File: src/rtl/pfd_pwrctl.sv
module pfd_pwrctl (
  input  logic clk,
  input  logic rst_n,
  input  logic chip_en,
  input  logic ref_evt,
  input  logic fb_evt,
  input  logic ref_div,
  input  logic fb_div,
  input  logic pol_pos,
  input  logic cp_tri,
  input  logic test_mode,
  input  logic cnt_rst,
  input  logic pwdn,
  output logic pump_up,
  output logic pump_dn,
  output logic pump_hiz,
  output logic pin_test_en,
  output logic pin_test_lvl,
  output logic div_hold,
  output logic pwr_down
);

  typedef enum logic [1:0] {S_RUN, S_CRST, S_SPD, S_APD} pstate_t;

  pstate_t st, st_nxt;
  logic up_q, dn_q;

  wire both       = up_q & dn_q;
  wire pulse_open = (up_q | dn_q) & ~both;

  always_comb begin
    if (!chip_en || (cnt_rst && pwdn))
      st_nxt = S_APD;
    else if (cnt_rst)
      st_nxt = S_CRST;
    else if (pwdn)
      st_nxt = (st == S_RUN && pulse_open) ? S_RUN : S_SPD;
    else
      st_nxt = S_RUN;
  end

  wire det_clr = (st_nxt != S_RUN) | cp_tri | test_mode;

  always_ff @(posedge clk or negedge rst_n) begin
    if (!rst_n) begin
      st   <= S_RUN;
      up_q <= 1'b0;
      dn_q <= 1'b0;
    end else begin
      st   <= st_nxt;
      up_q <= det_clr ? 1'b0 : ((up_q & ~both) | ref_evt);
      dn_q <= det_clr ? 1'b0 : ((dn_q & ~both) | fb_evt);
    end
  end

  wire running = (st == S_RUN) & chip_en;
  wire pump_on = running & ~cp_tri & ~test_mode;

  assign pwr_down     = ~chip_en | (st == S_SPD) | (st == S_APD);
  assign div_hold     = ~running;
  assign pump_up      = pump_on & (pol_pos ? up_q : dn_q);
  assign pump_dn      = pump_on & (pol_pos ? dn_q : up_q);
  assign pin_test_en  = ~pwr_down & test_mode & cp_tri;
  assign pin_test_lvl = pin_test_en & (pol_pos ? fb_div : ref_div);
  assign pump_hiz     = ~pump_up & ~pump_dn & ~pin_test_en;

endmodule

File: config.mk
export PLATFORM = sky130hd
export DESIGN_NAME = pfd_pwrctl
export DESIGN_NICKNAME = d
export VERILOG_FILES = /design/src/rtl/pfd_pwrctl.sv
export SDC_FILE = /design/constraint.sdc
export NUM_CORES = 1
export LEC_CHECK = 0
export ABC_AREA = 1
export BUFFER_PORTS_ARGS = -buffer_cell sky130_fd_sc_hd__buf_4
export CORE_AREA = 2 2 39 41
export CTS_BUF_LIST = sky130_fd_sc_hd__clkbuf_16
export CTS_CLUSTER_DIAMETER = 150
export CTS_CLUSTER_SIZE = 28
export DETAILED_ROUTE_END_ITERATION = 7
export DIE_AREA = 0 0 41 43
export PLACE_DENSITY = 0.47
export SLEW_MARGIN = 20
export SYNTH_ARGS = -nofsm -noshare
export SYNTH_HDL_FRONTEND = slang
export SYNTH_SLANG_ARGS = --single-unit
File: constraint.sdc
create_clock -name clk -period 2.4 [get_ports clk]
set_clock_uncertainty 0.15 [all_clocks]
set_input_delay 0.36 -clock clk [delete_from_list [all_inputs] [get_ports clk]]
set_output_delay 0.36 -clock clk [all_outputs]
set_load 0.1 [all_outputs]
==> results of run 1 <==
==> cell families after synthesis <==
group,count (synthesis),share of synthesized area
AO/OA/AOI/OAI,2,0.0415
adder cells (fa/ha/maj),2,0.0830
AND/OR/NAND/NOR,29,0.444
buffers and inverters,8,0.0996
flip-flops,4,0.332
==> worst min-delay path, delay by kind of cell <==
family                 cells  cell delay [ns]
AND/OR/NAND/NOR            2             0.11
buffers and inverters      1             0.08
==> synth_stat cells, drive strengths merged <==
| master | count | area share |
|---|---|---|
| a21boi | 1 | 0.025 |
| a21oi | 1 | 0.017 |
| dfrtp | 4 | 0.33 |
| ha | 2 | 0.083 |
| inv | 8 | 0.10 |
| nand2 | 14 | 0.19 |
| nand3 | 2 | 0.033 |
| nor2 | 11 | 0.15 |
| nor3 | 1 | 0.054 |
| or2 | 1 | 0.021 |
==> routing by layer <==
layer / global-route usage / vias to the layer above / routed length, um
li1: - / 177 / -
met1: 0.114 / 145 / 300
met2: 0.144 / 9 / 351
met3: 0.0471 / 3 / 50
met4: 0.0800 / 0 / 17
met5: 0 / - / 0
==> power by group through the flow <==
stage / logic [uW] / registers (uW) / clock network, uW
after floorplan: 30.0 / 71.3 / 0
after global placement: 54.4 / 71.5 / 0
after detailed placement: 54.1 / 71.5 / 0
after CTS: 55.6 / 70.8 / 260
after global routing: 59.9 / 71.0 / 269
final: 55.1 / 70.8 / 255
==> layout make-up <==
| class | instances | share of cell area |
|---|---|---|
| multi-input combinational | 33 | 0.358 |
| timing repair buffer | 19 | 0.252 |
| sequential | 4 | 0.174 |
| clock buffer | 3 | 0.130 |
| inverter | 8 | 0.0521 |
| tap | 16 | 0.0347 |
==> per-stage QoR <==
step                      utilization  worst slack [ns]  hold WS [ns]  cell area, sq um
final                           0.417             0.492         0.216               577
after CTS                       0.417             0.470         0.221               577
after detailed placement        0.355             0.716       0.00908               492
after global placement          0.355             0.688       0.00948               492
after global routing            0.417             0.367         0.239               577
after floorplan                     -           -0.0224       -0.0856               337
==> timing repair <==
item	in CTS	in global routing
gates resized for setup	0	0
endpoints found under the hold margin	4	0
setup buffers	0	0
hold buffers	1	0
==> flip-flops by register name, summed over array words and instances (netlist names) <==
name	cells
up_q	1
dn_q	1
st	2
==> how the worst min path moves through the flow <==
stage | to
floorplan | dn_q
detailed placement | up_q
global placement | up_q
global route | dn_q
CTS | dn_q
finish | up_q
==> cells in the final DEF, fill, tap and decap left out, drive strengths merged <==
cell,n
buf,18
nand2,14
nor2,11
inv,8
dfrtp,4
clkbuf,3
nand3,2
ha,2
or2,1
nor3,1
a21boi,1
a21oi,1
dlygate4sd3,1
==> impl_metrics.py, run 1 <==
metrics = {
    "clock_network": {
        "worst_skew_pair.late_latency_ns": 0.22,
        "clkTransAtPathRegs_ns": 0.03,
        "tritoncts": "yes",
        "cts_root_buffer": "clkbuf_16",
        "clk_path_buf_depth": 2,
        "numCtsBuffers": 3,
        "clock-sinks": 4,
        "htreeDepth": 1,
    },
    "synthesis": {
        "avgSynthCellArea_sq_um": 6.70,
        "synth_cell_types": 13,
        "yosys_warnings": 0,
        "ys_ff_latch": 4,
        "syn_area_sq_um": 302,
        "syn_inst": 45,
        "synth_nets": 59,
        "seq_area_frac_synth": 0.332,
    },
    "worst_setup_path": {
        "critPathLaunch": "st[1]",
        "r2r_slack_ns": 1.13,
        "rr_endpoint": "dn_q",
        "reg2regPathDepth": 7,
        "cp_cell_sequence": "nor2_1, nand3_1, a21oi_1, nor2_2, buf_4",
        "cp.depth": 5,
        "setup.worst_path.end": "pump_hiz",
        "critPathMaxFanout": 3,
        "cp-end-kind": "output port",
        "slowest_stage": "dfrtp_1",
        "crit_buf_inv": 1,
        "crit_family": "simple AND/OR/NAND/NOR gates",
        "r2r-start": "up_q",
        "critPathMaxStageDelay_ns": 0.38,
        "cp.required_ns": 1.89,
        "start_kind": "flop",
        "crit_type": "reg -> out",
        "crit_arrival_ns": 1.40,
    },
    "route": {
        "route.vias.total": 334,
        "viasPerCell": 4.02,
        "dr.pass1.iters": 4,
        "remaining_drc_errors": 0,
        "drtAntennaViolNets": 0,
        "wl_per_cell_um": 8.65,
        "drtIter0Drc": 3,
        "totalWireLength_um": 718,
    },
    "finish": {
        "areaGrowthSynthToFinish_pct": 91.3,
        "fin_cells": 83,
        "antenna_cells": 0,
        "layout.nets": 83,
        "multi_input_area_sq_um": 206,
        "drive_gt1_frac": 0.448,
        "final-seq-area_sq_um": 100,
        "nFillCells": 146,
    },
    "die": {
        "core-area_sq_um": 1380,
        "die_w_um": 41,
        "num_rows": 14,
        "dieArea_sq_um": 1760,
        "io_pins": 19,
        "initial_utilization": 0.218,
        "die_y_um": 43,
    },
    "grt": {
        "overflow": 0,
        "antenna_found_initial": 0,
        "grt_pass1_wl_um": 1180,
        "grt_usage": 0.103,
        "grt_pass1_vias": 317,
        "grt_max_degree": 6,
    },
    "placement": {
        "dp_hpwl_um": 594,
        "routabilityCongestion": 0.681,
        "dp.cells": 79,
        "io_buffers": 18,
    },
    "pwr": {
        "p_leak_uw": 0.000295,
        "p_int_uw": 304,
        "powerDensity_nw_per_um2": 660,
        "fin_total_pwr_uw": 381,
        "switching_power_uw": 76.9,
        "switching_share": 0.202,
        "ir_worst_vdd_uv": 479,
        "combPwrFrac": 0.145,
        "clkPwrFrac": 0.670,
        "p_seq_frac": 0.186,
    },
    "sta": {
        "fin_crit_sh": 0.795,
        "tightest_slew_ns": 0.281,
        "relSlewSlack": 0.814,
        "slew_viol_final": 0,
        "rsz0062_at_grt": "false",
        "setup_viol": 0,
        "fmax_mhz": 524,
        "hold_viol": 0,
        "period_needed_ns": 1.91,
        "tns_ns": 0,
    },
    "hold_path": {
        "hold_path_class": "in -> reg",
        "whs_path_depth": 3,
        "min-delay-start": "ref_evt",
    },
    "status": {
        "outcome": "complete, no violations",
    },
    "job": {
        "maxCapViolations": 0,
    },
}
Power figures use the tool's default switching activity.
==> inputs of run 2 (changes only) <==
--- a/config.mk
+++ b/config.mk
@@ -13,7 +13,7 @@
 export CTS_CLUSTER_SIZE = 28
 export DETAILED_ROUTE_END_ITERATION = 7
 export DIE_AREA = 0 0 41 43
-export PLACE_DENSITY = 0.47
+export PLACE_DENSITY = 0.49
 export SLEW_MARGIN = 20
 export SYNTH_ARGS = -nofsm -noshare
 export SYNTH_HDL_FRONTEND = slang
==> constraint.sdc (replaced) <==
create_clock -name clk -period 1.56 [get_ports clk]
set_clock_uncertainty 0.15 [all_clocks]
set_input_delay 0.234 -clock clk [delete_from_list [all_inputs] [get_ports clk]]
set_output_delay 0.234 -clock clk [all_outputs]
set_load 0.1 [all_outputs]
==> run 2 against run 1 <==
  * The run now ends with negative setup slack left
  * Global-route usage is 2.1 points higher
  * Total power is 60% higher
  * Sequential cell count did not move
  * Combinational power up 92%
  * Via count rose by 6.3%
  * Setup slack got worse by 0.56 ns
  * Clock power is 54% higher
  * Non-clock buffer count increased by 5
  * Cell count increased by 6.0%
  * Sequential share of layout area decreased by 4.0 points
  * Critical path type unchanged
  * Largest cell class is now non-clock buffers
  * Largest power group unchanged
==> impl_metrics.py, run 2 (synthesized netlist as in run 1, its figures left out) <==
metrics = {
    "pwr": {
        "powerDensity_nw_per_um2": 810,
        "p_leak_uw": 0.000355,
        "ir_worst_vdd_uv": 624,
        "fin_total_pwr_uw": 608,
    },
    "sta": {
        "rsz0062_at_grt": "true",
        "relSlewSlack": 0.874,
        "layout_setup_ws_ns": -0.0695,
        "period_needed_ns": 1.63,
        "tightest_slew_ns": 0.189,
        "setup_viol": 5,
        "hold_viol": 0,
        "fin_crit_sh": 1.04,
        "slew_viol_final": 0,
        "fmax_mhz": 614,
    },
    "die": {
        "core-area_sq_um": 1380,
        "num_rows": 14,
        "dieArea_sq_um": 1760,
        "die_w_um": 41,
        "initial_utilization": 0.218,
        "die_y_um": 43,
        "io_pins": 19,
    },
    "clock_network": {
        "clkTransAtPathRegs_ns": 0.03,
        "worst_skew_pair.late_latency_ns": 0.22,
        "clk_path_buf_depth": 2,
        "tritoncts": "yes",
        "numCtsBuffers": 3,
        "cts_root_buffer": "clkbuf_16",
        "htreeDepth": 1,
        "clock-sinks": 4,
    },
    "finish": {
        "layout_common_cells": "buf_4 (14), nand2_1 (8), buf_12 (7)",
        "layout.nets": 88,
        "fin_cells": 88,
        "reg_top3": "st: 2 flops, dn_q: 1 flops, up_q: 1 flops",
        "drive_gt1_frac": 0.625,
        "antenna_cells": 0,
        "final_util": 0.542,
        "nFillCells": 136,
        "largest_register_ffs": 2,
        "top_register": "st",
        "final_common_cell": "buf_4",
        "areaGrowthSynthToFinish_pct": 149,
        "finalInstanceArea_sq_um": 751,
    },
    "hold_path": {
        "hold_path_class": "in -> reg",
    },
    "route": {
        "remaining_drc_errors": 0,
        "viasPerCell": 4.03,
        "route.vias.total": 355,
        "wl_per_cell_um": 9.33,
        "drtIter0Drc": 5,
        "totalWireLength_um": 821,
        "dr.pass1.iters": 4,
        "drtAntennaViolNets": 0,
    },
    "grt": {
        "grt_usage": 0.124,
        "grt_pass1_vias": 356,
        "grt_max_degree": 6,
        "grt_pass1_wl_um": 1410,
        "overflow": 0,
        "antenna_found_initial": 0,
    },
    "placement": {
        "io_buffers": 18,
        "dpl_cell_area_sq_um": 527,
        "dp.cells": 81,
        "dp_hpwl_um": 639,
        "routabilityCongestion": 0.674,
        "pre_cts_slack_ns": 0.0151,
    },
    "worst_setup_path": {
        "cp-end-kind": "output port",
        "cp.required_ns": 1.18,
        "critPathMaxStageDelay_ns": 0.39,
        "slowest_stage": "dfrtp_1",
        "crit_arrival_ns": 1.25,
        "cpMostUsedCell": "nor2_2",
        "start_kind": "flop",
        "crit_type": "reg -> out",
        "critPathMaxFanout": 3,
        "cp_cell_sequence": "nor2_2, nand3_4, a21oi_2, nor2_2, buf_12",
    },
    "job": {
        "maxCapViolations": 0,
    },
    "status": {
        "violations": "negative setup slack",
        "outcome": "complete, but fails checks",
    },
}
[run 2: cell types whose count changed in the layout (fill, tap and decap cells not counted), moves of 2 or more]
cell     delta
nor2_1      -3
nand2_2     +3
buf_6       +2
buf_4       -4
inv_2       +2
buf_12      +7
nor2_4      +2
nand2_1     -3
inv_1       -2
[run 2: final cells by class]
| type | count | area, sq um | area share |
|---|---|---|---|
| Inverter | 8 | 30.0 | 0.0400 |
| Timing Repair Buffer | 24 | 278 | 0.370 |
| Sequential cell | 4 | 100 | 0.133 |
| Tap cell | 16 | 20.0 | 0.0267 |
| Multi-Input combinational cell | 33 | 248 | 0.330 |
| Clock buffer | 3 | 75.1 | 0.100 |
[run 2: layer usage]
metal / part of all wire / GRT usage
met1: 0.39 / 0.137
met2: 0.56 / 0.188
met3: 0.052 / 0.0628
met4: 0 / 0.0600
met5: 0 / 0
[run 2: per-stage QoR]
| step | setup TNS, ns | hold slack (ns) |
|---|---|---|
| 2_1_floorplan | -1.19 | -0.212 |
| 3_3_place_gp | 0 | -0.117 |
| 3_5_place_dp | 0 | -0.117 |
| 4_1_cts | -0.267 | 0.0909 |
| 5_1_grt | -0.556 | 0.108 |
| 6_report | -0.193 | 0.0986 |
[run 2: where the power goes]
part / switching [uW] / leakage, uW / internal, uW / total (uW)
Sequential: 1.89 / 0.0000484 / 107 / 109
Clock: 66.0 / 0.0000370 / 327 / 393
Combinational: 59.2 / 0.000270 / 46.9 / 106
Total: 127 / 0.000355 / 481 / 608
[run 2: timing repair]
item / in CTS / in global routing
setup endpoints to repair: 6 / 6
gates resized for setup: 22 / 9
endpoints found under the hold margin: 4 / 0
pin swaps: 6 / 1
hold buffers: 1 / 0
setup buffers: 2 / 1
[run 2: final timing paths]
check                      startpoint       end  slack [ns]  cells past startpoint
max reg2reg                     st[1]      dn_q        0.28                      7
min in group asynchronous       rst_n      up_q        0.20                      2
min                           ref_evt      up_q         0.1                      3
max                             st[1]  pump_hiz       -0.07                      5
min reg2reg                      up_q      up_q        0.52                      3
max in group asynchronous       rst_n     st[1]        0.96                      2
[run 2: critical path: cells and delay by family, from the launching register on]
family	cells	cell delay, ns
AO/OA/AOI/OAI	1	0.14
flip-flops	1	0.39
AND/OR/NAND/NOR	3	0.34
buffers and inverters	1	0.16
